`config.mk`:
```
export PLATFORM = sky130hd
export DESIGN_NAME = dma_cmd_seq
export DESIGN_NICKNAME = d
export VERILOG_FILES = /design/src/rtl/dma_cmd_seq.sv
export SDC_FILE = /design/constraint.sdc
export NUM_CORES = 1
export LEC_CHECK = 0
export BUFFER_PORTS_ARGS = -buffer_cell sky130_fd_sc_hd__buf_2
export CAP_MARGIN = 10
export CORE_ASPECT_RATIO = 0.8
export CORE_MARGIN = 1.5
export CORE_UTILIZATION = 44
export CTS_CLUSTER_DIAMETER = 100
export CTS_CLUSTER_SIZE = 25
export DETAILED_ROUTE_END_ITERATION = 7
export GPL_TIMING_DRIVEN = 0
export MAX_ROUTING_LAYER = met4
export PLACE_DENSITY_LB_ADDON = 0.2
export SLEW_MARGIN = 10
export SYNTH_ARGS = -nofsm -noshare
export SYNTH_HDL_FRONTEND = slang
export SYNTH_SLANG_ARGS = --single-unit
```
`constraint.sdc`:
```
create_clock -name clk -period 2.5 [get_ports clk]
set_clock_uncertainty 0.2 [all_clocks]
set_input_delay 0.375 -clock clk [delete_from_list [all_inputs] [get_ports clk]]
set_output_delay 0.375 -clock clk [all_outputs]
set_load 0.01 [all_outputs]
```
`src/rtl/dma_cmd_seq.sv`:
```
module dma_cmd_seq (
  input  logic        clk,
  input  logic        rst_n,
  input  logic        run,
  input  logic        pause,
  input  logic        wake,
  input  logic [31:0] start_ptr,
  input  logic        int_cond,
  input  logic        br_cond,
  input  logic        wait_cond,
  output logic        mem_req,
  output logic        mem_we,
  output logic [31:0] mem_addr,
  output logic [31:0] mem_wdata,
  input  logic [31:0] mem_rdata,
  input  logic        mem_ack,
  input  logic        mem_err,
  output logic        xfer_req,
  output logic [3:0]  xfer_op,
  output logic [2:0]  xfer_key,
  output logic [31:0] xfer_addr,
  output logic [15:0] xfer_count,
  output logic [31:0] xfer_dep,
  input  logic        xfer_done,
  input  logic [15:0] xfer_resid,
  output logic        irq,
  output logic        active,
  output logic        stopped,
  output logic        dead,
  output logic [31:0] cmd_ptr
);
  typedef enum logic [3:0] {
    S_IDLE, S_FETCH, S_EXEC, S_XFER, S_WAIT, S_WB, S_NEXT, S_GATE, S_STOP, S_DEAD
  } st_t;

  st_t         st;
  logic [31:0] ptr, w0, w1, w2;
  logic [1:0]  idx;
  logic [15:0] resid;

  function automatic logic pol(input logic [1:0] p, input logic c);
    case (p)
      2'd0:    pol = 1'b0;
      2'd1:    pol = c;
      2'd2:    pol = !c;
      default: pol = 1'b1;
    endcase
  endfunction

  wire [15:0] cmd       = w0[31:16];
  wire [3:0]  op        = cmd[15:12];
  wire        wait_hold = pol(cmd[1:0], wait_cond);
  wire        br_take   = pol(cmd[3:2], br_cond);

  assign mem_req    = (st == S_FETCH) || (st == S_WB);
  assign mem_we     = (st == S_WB);
  assign mem_addr   = {ptr[31:4], (st == S_WB) ? 4'hC : {idx, 2'b00}};
  assign mem_wdata  = {8'h80, 5'b0, int_cond, br_cond, wait_cond, resid};
  assign xfer_req   = (st == S_XFER);
  assign xfer_op    = op;
  assign xfer_key   = cmd[10:8];
  assign xfer_addr  = w1;
  assign xfer_count = w0[15:0];
  assign xfer_dep   = w2;
  assign irq        = (st == S_NEXT) && pol(cmd[5:4], int_cond);
  assign active     = !(st inside {S_IDLE, S_STOP, S_DEAD});
  assign stopped    = (st == S_STOP);
  assign dead       = (st == S_DEAD);
  assign cmd_ptr    = ptr;

  always_ff @(posedge clk) begin
    if (!rst_n) begin
      st    <= S_IDLE;
      ptr   <= '0;
      idx   <= '0;
      w0    <= '0;
      w1    <= '0;
      w2    <= '0;
      resid <= '0;
    end else begin
      case (st)
        S_IDLE: if (run) begin
          ptr <= {start_ptr[31:4], 4'h0};
          idx <= '0;
          st  <= S_FETCH;
        end
        S_FETCH: if (mem_ack) begin
          if (mem_err) st <= S_DEAD;
          else begin
            case (idx)
              2'd0:    w0 <= mem_rdata;
              2'd1:    w1 <= mem_rdata;
              default: w2 <= mem_rdata;
            endcase
            idx <= idx + 2'd1;
            if (idx == 2'd2) st <= S_EXEC;
          end
        end
        S_EXEC: begin
          if (op == 4'd7) st <= S_STOP;
          else if (op <= 4'd5) st <= S_XFER;
          else begin
            resid <= w0[15:0];
            st    <= S_WAIT;
          end
        end
        S_XFER: if (xfer_done) begin
          resid <= xfer_resid;
          st    <= S_WAIT;
        end
        S_WAIT: if (!wait_hold) st <= S_WB;
        S_WB: if (mem_ack) st <= mem_err ? S_DEAD : S_NEXT;
        S_NEXT: begin
          ptr <= br_take ? {w2[31:4], 4'h0} : ptr + 32'd16;
          st  <= S_GATE;
        end
        S_GATE: begin
          if (!run) st <= S_IDLE;
          else if (!pause) begin
            idx <= '0;
            st  <= S_FETCH;
          end
        end
        S_STOP: begin
          if (!run) st <= S_IDLE;
          else if (wake) begin
            idx <= '0;
            st  <= S_FETCH;
          end
        end
        default: st <= S_DEAD;
      endcase
    end
  end
endmodule

```
After elaboration in Yosys (flattened, before gate mapping)

Index checks and enable logic that the tools add are counted.

Add/subtract/negate cells: 2
$lt $le $gt $ge: 1
Equality and inequality tests: 33
Multiplexer cells: 34
Bitwise operators: 2
Reductions and logical operators: 23

Operator list:

| operator                                                       | count |
|---|---|
| two-way mux 32 bit                                             | 2 |
| one-hot mux 32 bit (2 select lines)                            | 1 |
| two-way mux 4 bit                                              | 14 |
| two-way mux 16 bit                                             | 3 |
| one-hot mux 4 bit (9 select lines)                             | 1 |
| adder 32 x 5 -> 32 bit, second input constant                  | 1 |
| one-hot mux 16 bit (2 select lines)                            | 1 |
| == test 4 x 3 -> 1 bit, second input constant                  | 5 |
| inequality test 2 bit, second input constant                   | 10 |
| AND reduction 4 bit                                            | 4 |
| AND reduction 8 bit                                            | 2 |
| two-way mux 2 bit                                              | 7 |
| one-hot mux 1 bit (3 select lines)                             | 3 |
| == test 2 x 1 -> 1 bit, second input constant                  | 4 |
| == test 2 bit, second input constant                           | 4 |
| == test 4 x 2 -> 1 bit, second input constant                  | 2 |
| == test 4 bit, second input constant                           | 2 |
| zero test 2 bit                                                | 4 |
| one-hot mux 2 bit (4 select lines)                             | 1 |
| inequality test 3 bit, second input constant                   | 2 |
| == test 4 x 1 -> 1 bit, second input constant                  | 1 |
| less-or-equal comparator 4 x 3 -> 1 bit, second input constant | 1 |
| zero test 1 bit                                                | 4 |
| zero test 4 bit                                                | 1 |
| 12 further kinds                                               | 15 |

Bits in registers: 150
Output and inout port bits: 190
Logic and storage cells: 102

Logic depth before layout (Yosys ltp)

Gate-level depths: netlist (run 1).

Word-level depth: 5
Gate-level depth with buffers: 8
Gate-level depth less buffers: 6

Worst setup path after synthesis (run 1)

OpenSTA, ideal clock, no wires.

Path type: register to register
Start point: register ptr[4], in the netlist cmd_ptr[4]
End point: register ptr[26], in the netlist cmd_ptr[26]
Library setup time: 0.059 ns
Arrival: 2.251 ns
Data required time: 2.241 ns
Path slack: -0.010 ns
Stages on the path, launching flop included: 8
Period minus slack after synthesis: 2.510 ns
Cell sequence: dfxtp_1 ha_1 nand3_2 or4_1 buf_2 or4_1 a31oi_1 a22o_1

Longest elaborated chain between the ends: 3

RTL lines:

| element                             | line | text |
|---|---|---|
| start, declared                     | 37   | `logic [31:0] ptr, w0, w1, w2;` |
| start signal, assigned              | 83   | `ptr <= {start_ptr[31:4], 4'h0};` |
| start signal, assigned              | 114  | `ptr <= br_take ? {w2[31:4], 4'h0} : ptr + 32'd16;` |
| adder 32 x 5 -> 32 bit              | 114  |  |
| two-way mux 32 bit                  | 114  |  |
| one-hot mux 32 bit (2 select lines) | 81   | `case (st)` |

No other way between the ends.
A chain may end at the register's enable or synchronous reset.

Worst setup path in the final report (run 1)

Same ends and word-level chain as after synthesis.

==> results of run 1 <==
==> power groups by stage <==
stage / combinational [mW] / sequential (mW) / clock, mW
floorplan: 1.22 / 2.81 / 0
global placement: 1.96 / 2.82 / 0
detailed placement: 1.97 / 2.83 / 0
CTS: 2.03 / 2.79 / 2.60
global route: 2.33 / 2.84 / 2.70
finish: 2.15 / 2.81 / 2.57
==> routing by layer <==
layer / global-route usage / wire [um] / part of all wire / vias to the layer above
li1: - / - / - / 3623
met4: 0.0946 / 388 / 0.015 / 0
met1: 0.420 / 11700 / 0.45 / 3491
met2: 0.429 / 11300 / 0.44 / 365
met3: 0.0671 / 2290 / 0.089 / 42
met5: - / 0 / 0 / -
==> worst max-delay path, cell delays in order, from the launching register on <==
cell and delay [ns]:
dfxtp_4 0.38, ha_4 0.15, nand3_4 0.11, or4_4 0.57
buf_6 0.16, or4_1 0.50, a31oi_1 0.17, a22o_1 0.15
==> Yosys cell counts (5+ instances only) <==
master / n / area, um2
nand3_1: 22 / 110
nand2b_1: 5 / 31.3
nand4_1: 9 / 56.3
dfxtp_1: 143 / 2860
inv_1: 15 / 56.3
buf_2: 8 / 40.0
mux2i_1: 51 / 510
nor3_1: 9 / 45.0
o21ai_0: 37 / 185
a31oi_1: 6 / 37.5
nand2_1: 146 / 548
or4_1: 6 / 45.0
xnor2_1: 10 / 87.6
a21oi_1: 96 / 480
buf_4: 73 / 548
buf_1: 5 / 18.8
a211oi_1: 23 / 173
nor2_1: 79 / 297
clkbuf_1: 44 / 165
==> layout make-up <==
class	instances	area [um2]	share of cell area
Multi-Input combinational cell	613	3660	0.377
Sequential cell	143	2880	0.297
Timing Repair Buffer	273	1420	0.146
Buffer	128	827	0.0853
Clock buffer	22	454	0.0468
Tap cell	215	269	0.0277
Clock inverter	10	138	0.0142
Inverter	16	60.1	0.00619
==> cell families after synthesis <==
kind of cell / share of synthesized area
muxes: 0.0748
xor gates and xnor gates: 0.0160
AOI/OAI and AO/OA: 0.186
other: 0.00105
and+or+nand+nor: 0.197
adders and majority gates: 0.00703
buffers and inverters: 0.117
DFF: 0.402
==> what timing repair did <==
item,CTS,global route
hold buffers,4,0
pin swaps,2,6
setup endpoints to repair,122,121
hold endpoints to repair,6,0
resized for setup,37,60
buffers inserted,1,11
==> flip-flops by register name, indices dropped and copies added, names as in the netlist <==
name,flops
w0,29
st,4
resid,16
xfer_addr,32
idx,2
cmd_ptr,28
xfer_dep,32
==> per-stage QoR <==
stage | setup TNS (ns) | hold slack, ns | power, mW | setup slack [ns]
global placement | -16.85 | 0.239 | 4.79 | -0.444
global route | -0.00928 | 0.0146 | 7.87 | -0.00928
floorplan | 0 | 0.236 | 4.03 | 0.0181
finish | 0 | 0.0156 | 7.53 | 0.0566
CTS | 0 | 0.00262 | 7.41 | 0.00284
detailed placement | -15.83 | 0.247 | 4.80 | -0.472
==> path summary, 6_finish.rpt <==
check | to | depth (start not counted)
hold / removal | xfer_addr[5] | 3
setup reg to reg | cmd_ptr[26] | 7
hold reg to reg | xfer_addr[7] | 2
setup / recovery | cmd_ptr[26] | 7
==> placed cells by master (no fill, tap or decap), types with 3 or more instances in the layout <==
master,instances
or2_2,4
or3_1,4
o22ai_1,3
o221ai_1,4
a31o_2,4
a221oi_1,3
xor2_1,3
buf_2,264
or4_1,4
mux2i_1,50
nand2_2,3
a211oi_1,22
nand2_1,143
clkbuf_1,28
xnor2_1,10
dfxtp_1,133
o21a_1,4
inv_1,15
bufinv_16,3
nand2b_1,5
nand4_1,9
buf_4,91
nor3_1,7
dfxtp_2,8
nand3_1,21
a311oi_1,3
a22oi_1,4
conb_1,19
clkinv_2,3
a31oi_1,6
nor2_1,75
and4_1,3
clkbuf_2,13
o21ai_0,37
clkbuf_16,17
dlygate4sd3_1,4
ha_1,3
a21o_1,4
a21oi_1,96
==> flow_summary.toml, run 1 <==
[setup_path]
cp-end-kind = "flop"
start_kind = "flop"
cp.arrival_ns = 2.61
critPathMaxFanout = 8
cp-startpoint = "cmd_ptr[4]"
r2r_start = "cmd_ptr[4]"
reg2reg_slack_ns = 0.06
cp.required_ns = 2.67
worstSetupPathType = "reg2reg"

[route]
vias_per_cell = 5.30
post_drt_wl_per_cell_um = 18.1
drtPass1Iterations = 6
antenna_left = 0
vias = 7521
route.detailed.drc = 0
initialDrtViolationCount = 819
routed_wl_um = 25700

[synth]
yosysSeqAreaShare = 0.402
mappedNetlistArea_um2 = 7120
ys_seq_elements = 143
ys_types = 66
syn_inst = 885
yosys_most_used_dff = "dfxtp_1"
synthArstFlopShare = 0
yosysWarnings = 0
synth_edf_count = 0
synth.avg_cell_area_um2 = 8.05

[timing]
finalSetupViolations = 0
worst_slew_pin_slew_ns = 0.772
fin_crit_ns = 2.44
post-route-period-util = 0.977
maxSlewViolCount = 0
slew_headroom = 0.485
fmaxAchievable_mhz = 409
finalHoldViolCount = 0

[die]
die_w_um = 145
start_util = 0.451
die_area_um2 = 17000
row_count = 41
die_h_um = 117
pin_count = 281
core_area_um2 = 15800

[final_layout]
diodes = 0
fin_cells = 1420
fin_nets = 1287
utilization = 0.614
drive_gt1_frac = 0.377
fin_area_um2 = 9700
fillers = 1472
syn2layout_area_growth_pct = 36.2

[global_routing]
grt_pass1_vias = 6719
grt_max_degree = 17
grt.total_usage = 0.300
grt_pass1_wl_um = 38100
gr-total-overflow = 0
antenna_found_initial = 0

[power_and_ir_drop]
combinationalPowerShare = 0.286
power_leakage_nw = 4.54
p_int_mw = 5.05
peakVddDrop_mv = 0.560
swShare = 0.330
power_density_nw_per_um2 = 777
p_clk_frac = 0.341
power_switching_mw = 2.48
p_seq_frac = 0.373

[place]
portBuffers = 257
dp_cells = 1374
hpwl_um = 19300
gp_congestion = 0.972
place_area_um2 = 8740

[clock_network]
root_buffer = "clkbuf_16"
cts_tree = "built"
htreeDepth = 4
cts.clk_slew.worst_paths_ns = 0.06
clock_latency_ns = 0.43
cts_buffers = 17
clockBufferDepth = 2
cts.sinks = 143

[job]
cap_violations = 0

[min_path]
hp-class = "in2reg"
min-delay-start = "mem_rdata[5]"

[outcome]
status = "finished, final reports clean"
(Power assumes the default switching activity.)
==> inputs of run 2 (changes only) <==
ABC_AREA = 1   (was not set)
CORE_UTILIZATION = 45   (was 44)
==> flow_summary.toml, run 2 <==
[global_routing]
gr-total-overflow = 0
grt_pass1_vias = 7236
grt_pass1_wl_um = 39000
grt_max_degree = 17
antenna_found_initial = 0
grt.total_usage = 0.297

[timing]
fin_crit_ns = 2.39
finalHoldViolCount = 0
slew_headroom = 0.567
finalSetupViolations = 0
worst_slew_pin_slew_ns = 0.650
post-route-period-util = 0.954
fmaxAchievable_mhz = 419
maxSlewViolCount = 0
setup_slack_ns = 0.115
finalSetupTns_ns = 0

[clock_network]
cts.clk_slew.worst_paths_ns = 0.06
clock_latency_ns = 0.43
htreeDepth = 4
root_buffer = "clkbuf_16"
cts_tree = "built"
cts_buffers = 17
clockBufferDepth = 2
cts.sinks = 143

[setup_path]
cp.arrival_ns = 1.81
worstSetupPathType = "reg2out"
cp.required_ns = 1.92
cp-end-kind = "output pin"
start_kind = "flop"
critPathMaxFanout = 10

[synth]
syn_inst = 1090
yosys_most_used_dff = "dfxtp_1"
synth.avg_cell_area_um2 = 6.80
synth_edf_count = 0
ys_seq_elements = 143
yosysWarnings = 0
ys_types = 38
yosys.area.top_type = "dfxtp_1"
synthArstFlopShare = 0
synthTopCellsByCount = "nor2_1, nand2_1, o21ai_0, dfxtp_1, buf_4"
synth.most_common_cell = "nor2_1"
mappedNetlistArea_um2 = 7410
yosysSeqAreaShare = 0.386
synth_top_area_frac = 0.386
synth_area_leaders = "dfxtp_1, nor2_1, o21ai_0"

[power_and_ir_drop]
power_density_nw_per_um2 = 877
power_leakage_nw = 4.54
peakVddDrop_mv = 0.455

[final_layout]
utilization = 0.601
layout_common_cells = "nor2_1, buf_2, nand2_1"
diodes = 0
final_common_cell = "nor2_1"
fin_cells = 1609
fin_nets = 1477
syn2layout_area_growth_pct = 29.3
drive_gt1_frac = 0.301
fillers = 1624
fin_area_um2 = 9590

[die]
core_area_um2 = 16000
die_area_um2 = 17300
start_util = 0.465
pin_count = 281
die_h_um = 118
die_w_um = 146
row_count = 41

[place]
gp_congestion = 0.998
pre_cts_slack_ns = 0.268
hpwl_um = 19700
place_area_um2 = 9020
portBuffers = 256
dp_cells = 1578

[min_path]
hp-class = "in2reg"

[job]
cap_violations = 0

[route]
route.detailed.drc = 0
routed_wl_um = 25200
antenna_left = 0
drtPass1Iterations = 5
vias = 8032
vias_per_cell = 4.99
initialDrtViolationCount = 590
post_drt_wl_per_cell_um = 15.7

[outcome]
status = "finished, final reports clean"
[run 2: final timing paths]
kind | start | endpoint | slack [ns] | cells after the start
setup / recovery | st[1] | xfer_req | 0.11 | 6
hold reg to reg | w0[17] | w0[17] | 0.26 | 2
setup reg to reg | cmd_ptr[4] | cmd_ptr[24] | 0.20 | 10
hold / removal | xfer_resid[10] | resid[10] | 0.01 | 3
[run 2: critical path, stage by stage (launching register included)]
cell and delay [ns]:
dfxtp_1 0.51, nand2_1 0.15, inv_2 0.10, nand2_4 0.10, inv_4 0.14, buf_2 0.22, buf_2 0.16
[run 2: routing by layer]
layer | GRT usage | vias to the layer above | routed length, um | share of wire
met3 | 0.0721 | 25 | 2170 | 0.086
met5 | - | - | 0 | 0
met2 | 0.432 | 339 | 10800 | 0.43
li1 | - | 4026 | - | -
met1 | 0.417 | 3642 | 11900 | 0.47
met4 | 0.0650 | 0 | 328 | 0.013
[run 2: area by class of cell]
class,instances,area (um2),share of cell area
Multi-Input combinational cell,787,3600,0.376
Sequential cell,143,2860,0.299
Timing Repair Buffer,257,1290,0.135
Buffer,124,813,0.0848
Clock buffer,19,443,0.0462
Tap cell,215,269,0.0281
Inverter,52,198,0.0206
Clock inverter,12,103,0.0107
[run 2: kinds of logic (layout without fill, tap and decap cells)]
group / count (synthesis) / after routing / share of synthesized area
simple gates: 512 / 512 / 0.290
fa+ha+maj: 4 / 4 / 0.00675
mux: 1 / 1 / 0.00135
other cells: 2 / 19 / 0.00101
xor+xnor: 6 / 6 / 0.00709
flops: 143 / 143 / 0.386
compound gates: 245 / 245 / 0.170
buf+inv: 177 / 464 / 0.137
[run 2: timing repair]
| action | CTS | global route |
|---|---|---|
| gates resized for setup | 0 | 2 |
| endpoints found under the hold margin | 1 | 0 |
| buffers inserted | 0 | 0 |
| hold buffers | 1 | 0 |
| setup endpoints to repair | 1 | 2 |
[run 2: where the power goes]
group	total [mW]	internal (mW)	switching (mW)
logic	2.94	1.24	1.70
clock network	2.40	1.32	1.09
registers	3.07	2.62	0.451
[run 2: stage by stage]
stage / total power [mW] / hold slack, ns
floorplan: 4.98 / 0.225
global placement: 5.98 / 0.238
detailed placement: 6.02 / 0.248
CTS: 8.40 / 0.00359
global route: 8.91 / 0.0138
finish: 8.41 / 0.0110
